===== src/rtl/sdram_dq_timing.sv =====
module sdram_dq_timing #(
  parameter int LANES  = 4,
  parameter int LANE_W = 8
) (
  input  logic                    clk,
  input  logic                    rst_n,
  input  logic                    cl3,
  input  logic                    rd_beat,
  input  logic                    wr_beat,
  input  logic                    stop_evt,
  input  logic [LANES-1:0]        dqm,
  input  logic [LANES*LANE_W-1:0] rd_data_in,
  output logic [LANES-1:0]        wr_be,
  output logic                    rd_valid,
  output logic [LANES-1:0]        rd_oe,
  output logic [LANES*LANE_W-1:0] rd_dq
);
  localparam int DW    = LANES * LANE_W;
  localparam int DEPTH = 3;
  localparam int MLAT  = 2;

  logic             blk_q;
  logic             kill;
  logic             take;
  logic [DEPTH-1:0] vpipe;
  logic [DW-1:0]    dpipe [DEPTH];
  logic [LANES-1:0] mpipe [MLAT];
  logic [DW-1:0]    dsel;

  assign kill = stop_evt | blk_q;
  assign take = rd_beat & ~kill;

  always_ff @(posedge clk or negedge rst_n) begin
    if (!rst_n) begin
      blk_q <= 1'b0;
      vpipe <= '0;
    end else begin
      blk_q <= rd_beat & kill;
      vpipe <= {vpipe[DEPTH-2:0], take};
    end
  end

  always_ff @(posedge clk or negedge rst_n) begin
    if (!rst_n) begin
      for (int i = 0; i < DEPTH; i++) dpipe[i] <= '0;
    end else begin
      dpipe[0] <= rd_data_in;
      for (int i = 1; i < DEPTH; i++) dpipe[i] <= dpipe[i-1];
    end
  end

  always_ff @(posedge clk or negedge rst_n) begin
    if (!rst_n) begin
      for (int i = 0; i < MLAT; i++) mpipe[i] <= '0;
    end else begin
      mpipe[0] <= dqm;
      for (int i = 1; i < MLAT; i++) mpipe[i] <= mpipe[i-1];
    end
  end

  assign rd_valid = cl3 ? vpipe[2] : vpipe[1];
  assign dsel     = cl3 ? dpipe[2] : dpipe[1];

  for (genvar g = 0; g < LANES; g++) begin : g_lane
    assign wr_be[g] = wr_beat & ~dqm[g];
    assign rd_oe[g] = rd_valid & ~mpipe[MLAT-1][g];
    assign rd_dq[g*LANE_W +: LANE_W] = rd_oe[g] ? dsel[g*LANE_W +: LANE_W] : '0;
  end
endmodule


===== config.mk =====
export PLATFORM = sky130hd
export DESIGN_NAME = sdram_dq_timing
export DESIGN_NICKNAME = d
export VERILOG_FILES = /design/src/rtl/sdram_dq_timing.sv
export SDC_FILE = /design/constraint.sdc
export NUM_CORES = 1
export LEC_CHECK = 0
export BUFFER_PORTS_ARGS = -buffer_cell sky130_fd_sc_hd__buf_2
export CORE_MARGIN = 5
export CORE_UTILIZATION = 50
export CTS_CLUSTER_SIZE = 28
export DETAILED_ROUTE_END_ITERATION = 6
export PLACE_DENSITY = 0.75
export SLEW_MARGIN = 20
export SYNTH_ARGS = -nofsm -noshare
export SYNTH_HDL_FRONTEND = slang
export SYNTH_SLANG_ARGS = --single-unit

===== constraint.sdc =====
create_clock -name clk -period 2.8 [get_ports clk]
set_input_delay 0.28 -clock clk [delete_from_list [all_inputs] [get_ports clk]]
set_output_delay 0.28 -clock clk [all_outputs]
set_load 0.01 [all_outputs]

==> results.json, run 1 <==
{
  "grt_antenna_before_repair": 0,
  "design_area_sq_um": 4169,
  "dp_cells": 403,
  "worstPathArrival_ns": 1.88,
  "n_fill_cell": 530,
  "worstHoldStart": "rd_data_in[21]",
  "path_delay_family": "flip-flops",
  "clock-sinks": 108,
  "slowest_stage": "dfrtp_1",
  "gp_congestion": 0.7305,
  "worst_ep_required_time_ns": 2.52,
  "whs_ns": 0.02172,
  "worst_hold_path.endpoint": "dpipe[85]$_DFF_PN0_",
  "crit_buf_inv": 2,
  "hold_class": "in -> reg",
  "cts_buffers": 9,
  "fin_crit_sh": 0.7717,
  "drt_iter0_drc": 116,
  "status": "completed",
  "cts_tree": "yes",
  "stdcell_count": 421,
  "worst-path-stages": 4,
  "syn_area_per_cell_sq_um": 14.63,
  "grt_pass1_wl_um": 10450,
  "grt_pass1_vias": 2115,
  "clk_pin_slew_worst_paths_ns": 0.10,
  "vias_per_cell": 4.736,
  "post-route-min-period_ns": 2.161,
  "synth_area_leaders": "dfrtp_1 (77%), o22ai_2 (5.7%), nand2_1 (5.2%), nand3b_1 (1.7%), buf_6 (1.6%)",
  "avgRoutedWirePerCell_um": 14.87,
  "synth_top_area_share": 0.7728,
  "drc": 0,
  "antenna_cells": 0,
  "ys_seq_elements": 108,
  "p_per_area_nw_per_um2": 659.5,
  "dieArea_sq_um": 8767,
  "mostFrequentLayoutCell": "dfrtp_1",
  "clkLatencyLatePin_ns": 0.35,
  "cp-start-kind": "flip-flop",
  "grt_max_degree": 59,
  "clockBufferDepth": 2,
  "cts-root-buf": "clkbuf_8",
  "syn-instance-count": 239,
  "holdPathStages": 1,
  "ys_seq_area_frac": 0.7728,
  "areaGrowthSynthToFinish_pct": 19.21,
  "finalHoldViolCount": 0,
  "vias": 1994,
  "cts_resized": 0,
  "worstReg2RegStart": "vpipe[1]$_DFF_PN0_",
  "fmax_mhz": 462.8,
  "fin_ws_ns": 0.6393,
  "crit_chain": "buf_4 > nand2_1 > o22ai_1 > buf_2",
  "syn_nets": 281,
  "post_cts_buffers": 0,
  "synth_top_cell_by_area": "dfrtp_1",
  "top_level_ports": 83,
  "grt_usage": 0.1589,
  "synth_cell_type_count": 22,
  "worst-r2r-cell-count": 1,
  "worstSetupStartpoint": "vpipe[1]$_DFF_PN0_",
  "worst_pin_slew_ns": 0.7216,
  "rr_endpoint": "vpipe[2]$_DFF_PN0_",
  "dpl_cell_area_sq_um": 3950,
  "skew_ns": 0.007859,
  "finalSetupTns_ns": 0,
  "cp_max_fo": 22,
  "synth_area_sq_um": 3497,
  "cts_hold_buf": 1,
  "io_buffer_count": 82,
  "h-tree-depth": 3,
  "first_pass_iters": 4,
  "dieHeight_um": 93.63,
  "drive_gt1_frac": 0.3631,
  "rows": 30,
  "drv_cap": 0,
  "crit_type": "reg -> out",
  "rrSetupSlack_ns": 1.58,
  "setup_viol": 0,
  "ant_nets": 0,
  "p_leak_uw": 0.001918,
  "fin_nets": 362,
  "maxSlewHeadroom": 0.5189,
  "grt_overflow_total": 0,
  "dpl.hpwl_um": 4251,
  "core_sq_um": 6794,
  "final_cell_mix": "dfrtp_1 (108), buf_2 (81), nand2_1 (48)",
  "fp.dieW_um": 93.63,
  "endpoint_kind": "output pin",
  "initial_core_util": 0.5147,
  "yosysWarnings": 0,
  "routed_wl_um": 6261,
  "vdd_ir_drop_max_mv": 0.4230,
  "rsz0062_at_grt": "false",
  "final_max_slew_viol_count": 0,
  "slowest_delay_ns": 0.82,
  "place_ws_ns": 1.020
}
==> Yosys cell counts <==
library cell    n
dfrtp_1       108
nand2_1        48
o22ai_2        16
a21oi_1         8
buf_2           8
nand3_1         8
nand3b_1        8
o22ai_1         8
buf_6           5
nor2_1          4
nor2b_1         4
clkbuf_1        2
or2_1           2
or2b_1          2
buf_1           1
buf_4           1
inv_1           1
mux2i_1         1
nand2b_1        1
nor3b_1         1
o21a_1          1
or2_2           1
==> how the worst max path moves through the flow <==
stage	slack, ns	to
2_1_floorplan	1.53	rd_dq[30]
3_3_place_gp	1.06	rd_dq[30]
3_5_place_dp	1.02	rd_dq[30]
4_1_cts	0.60	rd_dq[28]
5_1_grt	0.47	rd_dq[30]
6_report	0.64	rd_dq[30]
==> report_power, final <==
group | internal [uW] | leakage, uW | switching, uW | total, uW
clock | 416 | 0.0000918 | 498 | 914
sequential | 1640 | 0.00126 | 38.6 | 1680
combinational | 63.6 | 0.000562 | 95.9 | 159
total | 2120 | 0.00192 | 633 | 2750
==> cells by family (layout without fill, tap and decap cells) <==
family                 Yosys count  count (layout)  share of synthesized area
and+or+nand+nor                 79              79                     0.1052
DFF                            108             108                     0.7728
muxes                            1               1                   0.002862
buffers and inverters           18             104                    0.03399
AOI/OAI and AO/OA               33              33                    0.08515
==> flip-flops by register name, summed over array words and instances, names as in the netlist <==
register and flops:
dpipe 96, vpipe 3, blk_q 1, mpipe 8
==> routing by layer <==
metal	up-vias	routed length, um	global-route usage	share of wire
met5	-	0	0	0
li1	950	-	-	-
met2	49	3107	0.2484	0.50
met4	0	112	0.07341	0.018
met1	986	2745	0.2166	0.44
met3	9	295	0.03057	0.047
==> stage by stage <==
stage / total power, uW / utilization
after floorplan: 1774 / -
after global placement: 1860 / 0.5814
after detailed placement: 1869 / 0.5814
after CTS: 2782 / 0.6122
after global routing: 2879 / 0.6136
final: 2749 / 0.6136
==> final cells by class <==
cell class | instances | area (sq um) | share of cell area
clock buffers | 9 | 123.9 | 0.02971
clock inverters | 7 | 75.07 | 0.01801
inverters | 1 | 3.754 | 0.0009004
multi-input cells | 113 | 675.6 | 0.1621
flip-flops and latches | 108 | 2703 | 0.6483
well taps | 96 | 120.1 | 0.02881
repair buffers | 87 | 467.9 | 0.1122
Power figures use the tool's default switching activity.
==> inputs of run 2 (changes only) <==
==> constraint.sdc (replaced) <==
create_clock -name clk -period 2.2 [get_ports clk]
set_input_delay 0.22 -clock clk [delete_from_list [all_inputs] [get_ports clk]]
set_output_delay 0.22 -clock clk [all_outputs]
set_load 0.01 [all_outputs]
==> run 2 against run 1 <==
Effect of this change: final cell count rose by 8.3%; worst setup slack lost 0.39 ns; utilization rose by 5.1 points; sequential power increased by 27%; sequential share of layout area fell by 5.0 points; first-iteration DRC count fell by 34%; final area grew 8.3%; register-to-register slack worse by 0.29 ns; critical path depth unchanged; non-clock buffer count rose by 35; via count is 7.1% higher; largest cell class unchanged; highest routed layer unchanged.
==> results.json, run 2 (same netlist as run 1, synthesis figures left out) <==
{
  "status": "completed",
  "crit_buf_inv": 2,
  "drv_cap": 0,
  "hold_class": "in -> reg",
  "crit_chain": "buf_4 > nand2_1 > o22ai_1 > buf_2",
  "rsz0062_at_grt": "false",
  "post-route-min-period_ns": 1.953,
  "areaGrowthSynthToFinish_pct": 29.16,
  "drc": 0,
  "slowest_stage": "dfrtp_1",
  "grt_usage": 0.1656,
  "largest_reg_flops": 96,
  "clock-sinks": 108,
  "endpoint_kind": "output pin",
  "skew_ns": 0.008004,
  "switching_share": 0.2419,
  "vias": 2135,
  "final_cell_mix": "dfrtp_1 (108), buf_2 (81), nand2_1 (48)",
  "ant_nets": 0,
  "mostFrequentLayoutCell": "dfrtp_1",
  "cp-start-kind": "flip-flop",
  "path_delay_family": "flip-flops",
  "clkLatencyLatePin_ns": 0.36,
  "dieHeight_um": 93.63,
  "cts_buffers": 9,
  "place_ws_ns": 0.6198,
  "grtUsageMet2": 0.2793,
  "largestRegisters": "dpipe: 96 flops, mpipe: 8 flops, vpipe: 3 flops",
  "avgRoutedWirePerCell_um": 14.48,
  "p_comb_frac": 0.074,
  "worst_pin_slew_ns": 0.6655,
  "dpl.hpwl_um": 4166,
  "cp_max_fo": 24,
  "dieArea_sq_um": 8767,
  "setup_viol": 0,
  "drt_iter0_drc": 76,
  "fin_ws_ns": 0.2473,
  "initial_core_util": 0.5147,
  "grt_antenna_before_repair": 0,
  "grt_overflow_total": 0,
  "cts-root-buf": "clkbuf_8",
  "first_pass_iters": 4,
  "power_frac_seq": 0.610,
  "worst_ep_required_time_ns": 1.98,
  "slowest_delay_ns": 0.55,
  "cts_tree": "yes",
  "fmax_mhz": 512.1,
  "worstPathArrival_ns": 1.73,
  "antenna_cells": 0,
  "finalSetupTns_ns": 0,
  "fin_nets": 397,
  "grt_pass1_wl_um": 11010,
  "gp_congestion": 0.7438,
  "grt_util_met1": 0.2003,
  "core_sq_um": 6794,
  "met3_usage": 0.04827,
  "finalHoldViolCount": 0,
  "p_switching_uw": 843.6,
  "grt_max_degree": 57,
  "p_leak_uw": 0.002067,
  "largest-register": "dpipe",
  "final_max_slew_viol_count": 0,
  "fin_crit_sh": 0.8876,
  "clockBufferDepth": 2,
  "fp.dieW_um": 93.63,
  "vias_per_cell": 4.682,
  "p_per_area_nw_per_um2": 772.0,
  "p_int_uw": 2643,
  "top_level_ports": 83,
  "io_buffer_count": 82,
  "drive_gt1_frac": 0.3250,
  "maxSlewHeadroom": 0.5563,
  "grt_pass1_vias": 2278,
  "grt.busiest_layer": "met2",
  "h-tree-depth": 3,
  "clk_pin_slew_worst_paths_ns": 0.10,
  "p_clk_frac": 0.315,
  "routed_wl_um": 6603,
  "rows": 30,
  "vdd_ir_drop_max_mv": 0.5085,
  "crit_type": "reg -> out"
}
==> run 2: path summary, 6_finish.rpt <==
path                                startpoint                   to  slack, ns  depth (start not counted)
max reg2reg                 vpipe[1]$_DFF_PN0_   vpipe[2]$_DFF_PN0_       1.29                          1
min                                   stop_evt   vpipe[0]$_DFF_PN0_       0.03                          2
min in group asynchronous                rst_n   mpipe[7]$_DFF_PN0_       0.41                          2
max                         vpipe[2]$_DFF_PN0_            rd_dq[28]       0.25                          4
min reg2reg                dpipe[79]$_DFF_PN0_  dpipe[47]$_DFF_PN0_       0.36                          0
max in group asynchronous                rst_n  dpipe[57]$_DFF_PN0_       1.04                          3
==> run 2: power groups by stage <==
stage / logic (uW) / clock network [uW] / registers [uW]
3_5_place_dp: 213 / 0 / 2170
4_1_cts: 264 / 1140 / 2130
5_1_grt: 291 / 1230 / 2140
3_3_place_gp: 208 / 0 / 2160
2_1_floorplan: 111 / 0 / 2150
6_report: 260 / 1100 / 2130
==> run 2: through the flow <==
stage	hold WS, ns	utilization	instances	total power (uW)	instance area [sq um]
4_1_cts	0.008907	0.6648	456	3533	4517
3_3_place_gp	0.2955	0.5832	403	2369	3963
3_5_place_dp	0.2987	0.5832	403	2381	3963
6_report	0.02611	0.6648	456	3487	4517
5_1_grt	0.009518	0.6648	456	3656	4517
2_1_floorplan	-0.07559	-	239	2258	3497
==> run 2: layout make-up <==
type | instances | area (sq um)
timing repair buffer | 122 | 830.8
multi-input combinational | 113 | 675.6
clock inverter | 6 | 56.30
sequential | 108 | 2703
tap | 96 | 120.1
inverter | 1 | 3.754
fill | 510 | 2277
clock buffer | 10 | 127.6
==> run 2: layer usage <==
layer / part of all wire / vias up
li1: - / 1016
met1: 0.41 / 1055
met2: 0.53 / 55
met3: 0.042 / 9
met4: 0.015 / 0
met5: 0 / -
==> run 2: what timing repair did <==
item	4_1_cts	5_1_grt
endpoints found under the setup margin	0	0
endpoints found under the hold margin	88	0
setup buffers	0	0
hold buffers	37	0
gates resized for setup	0	0
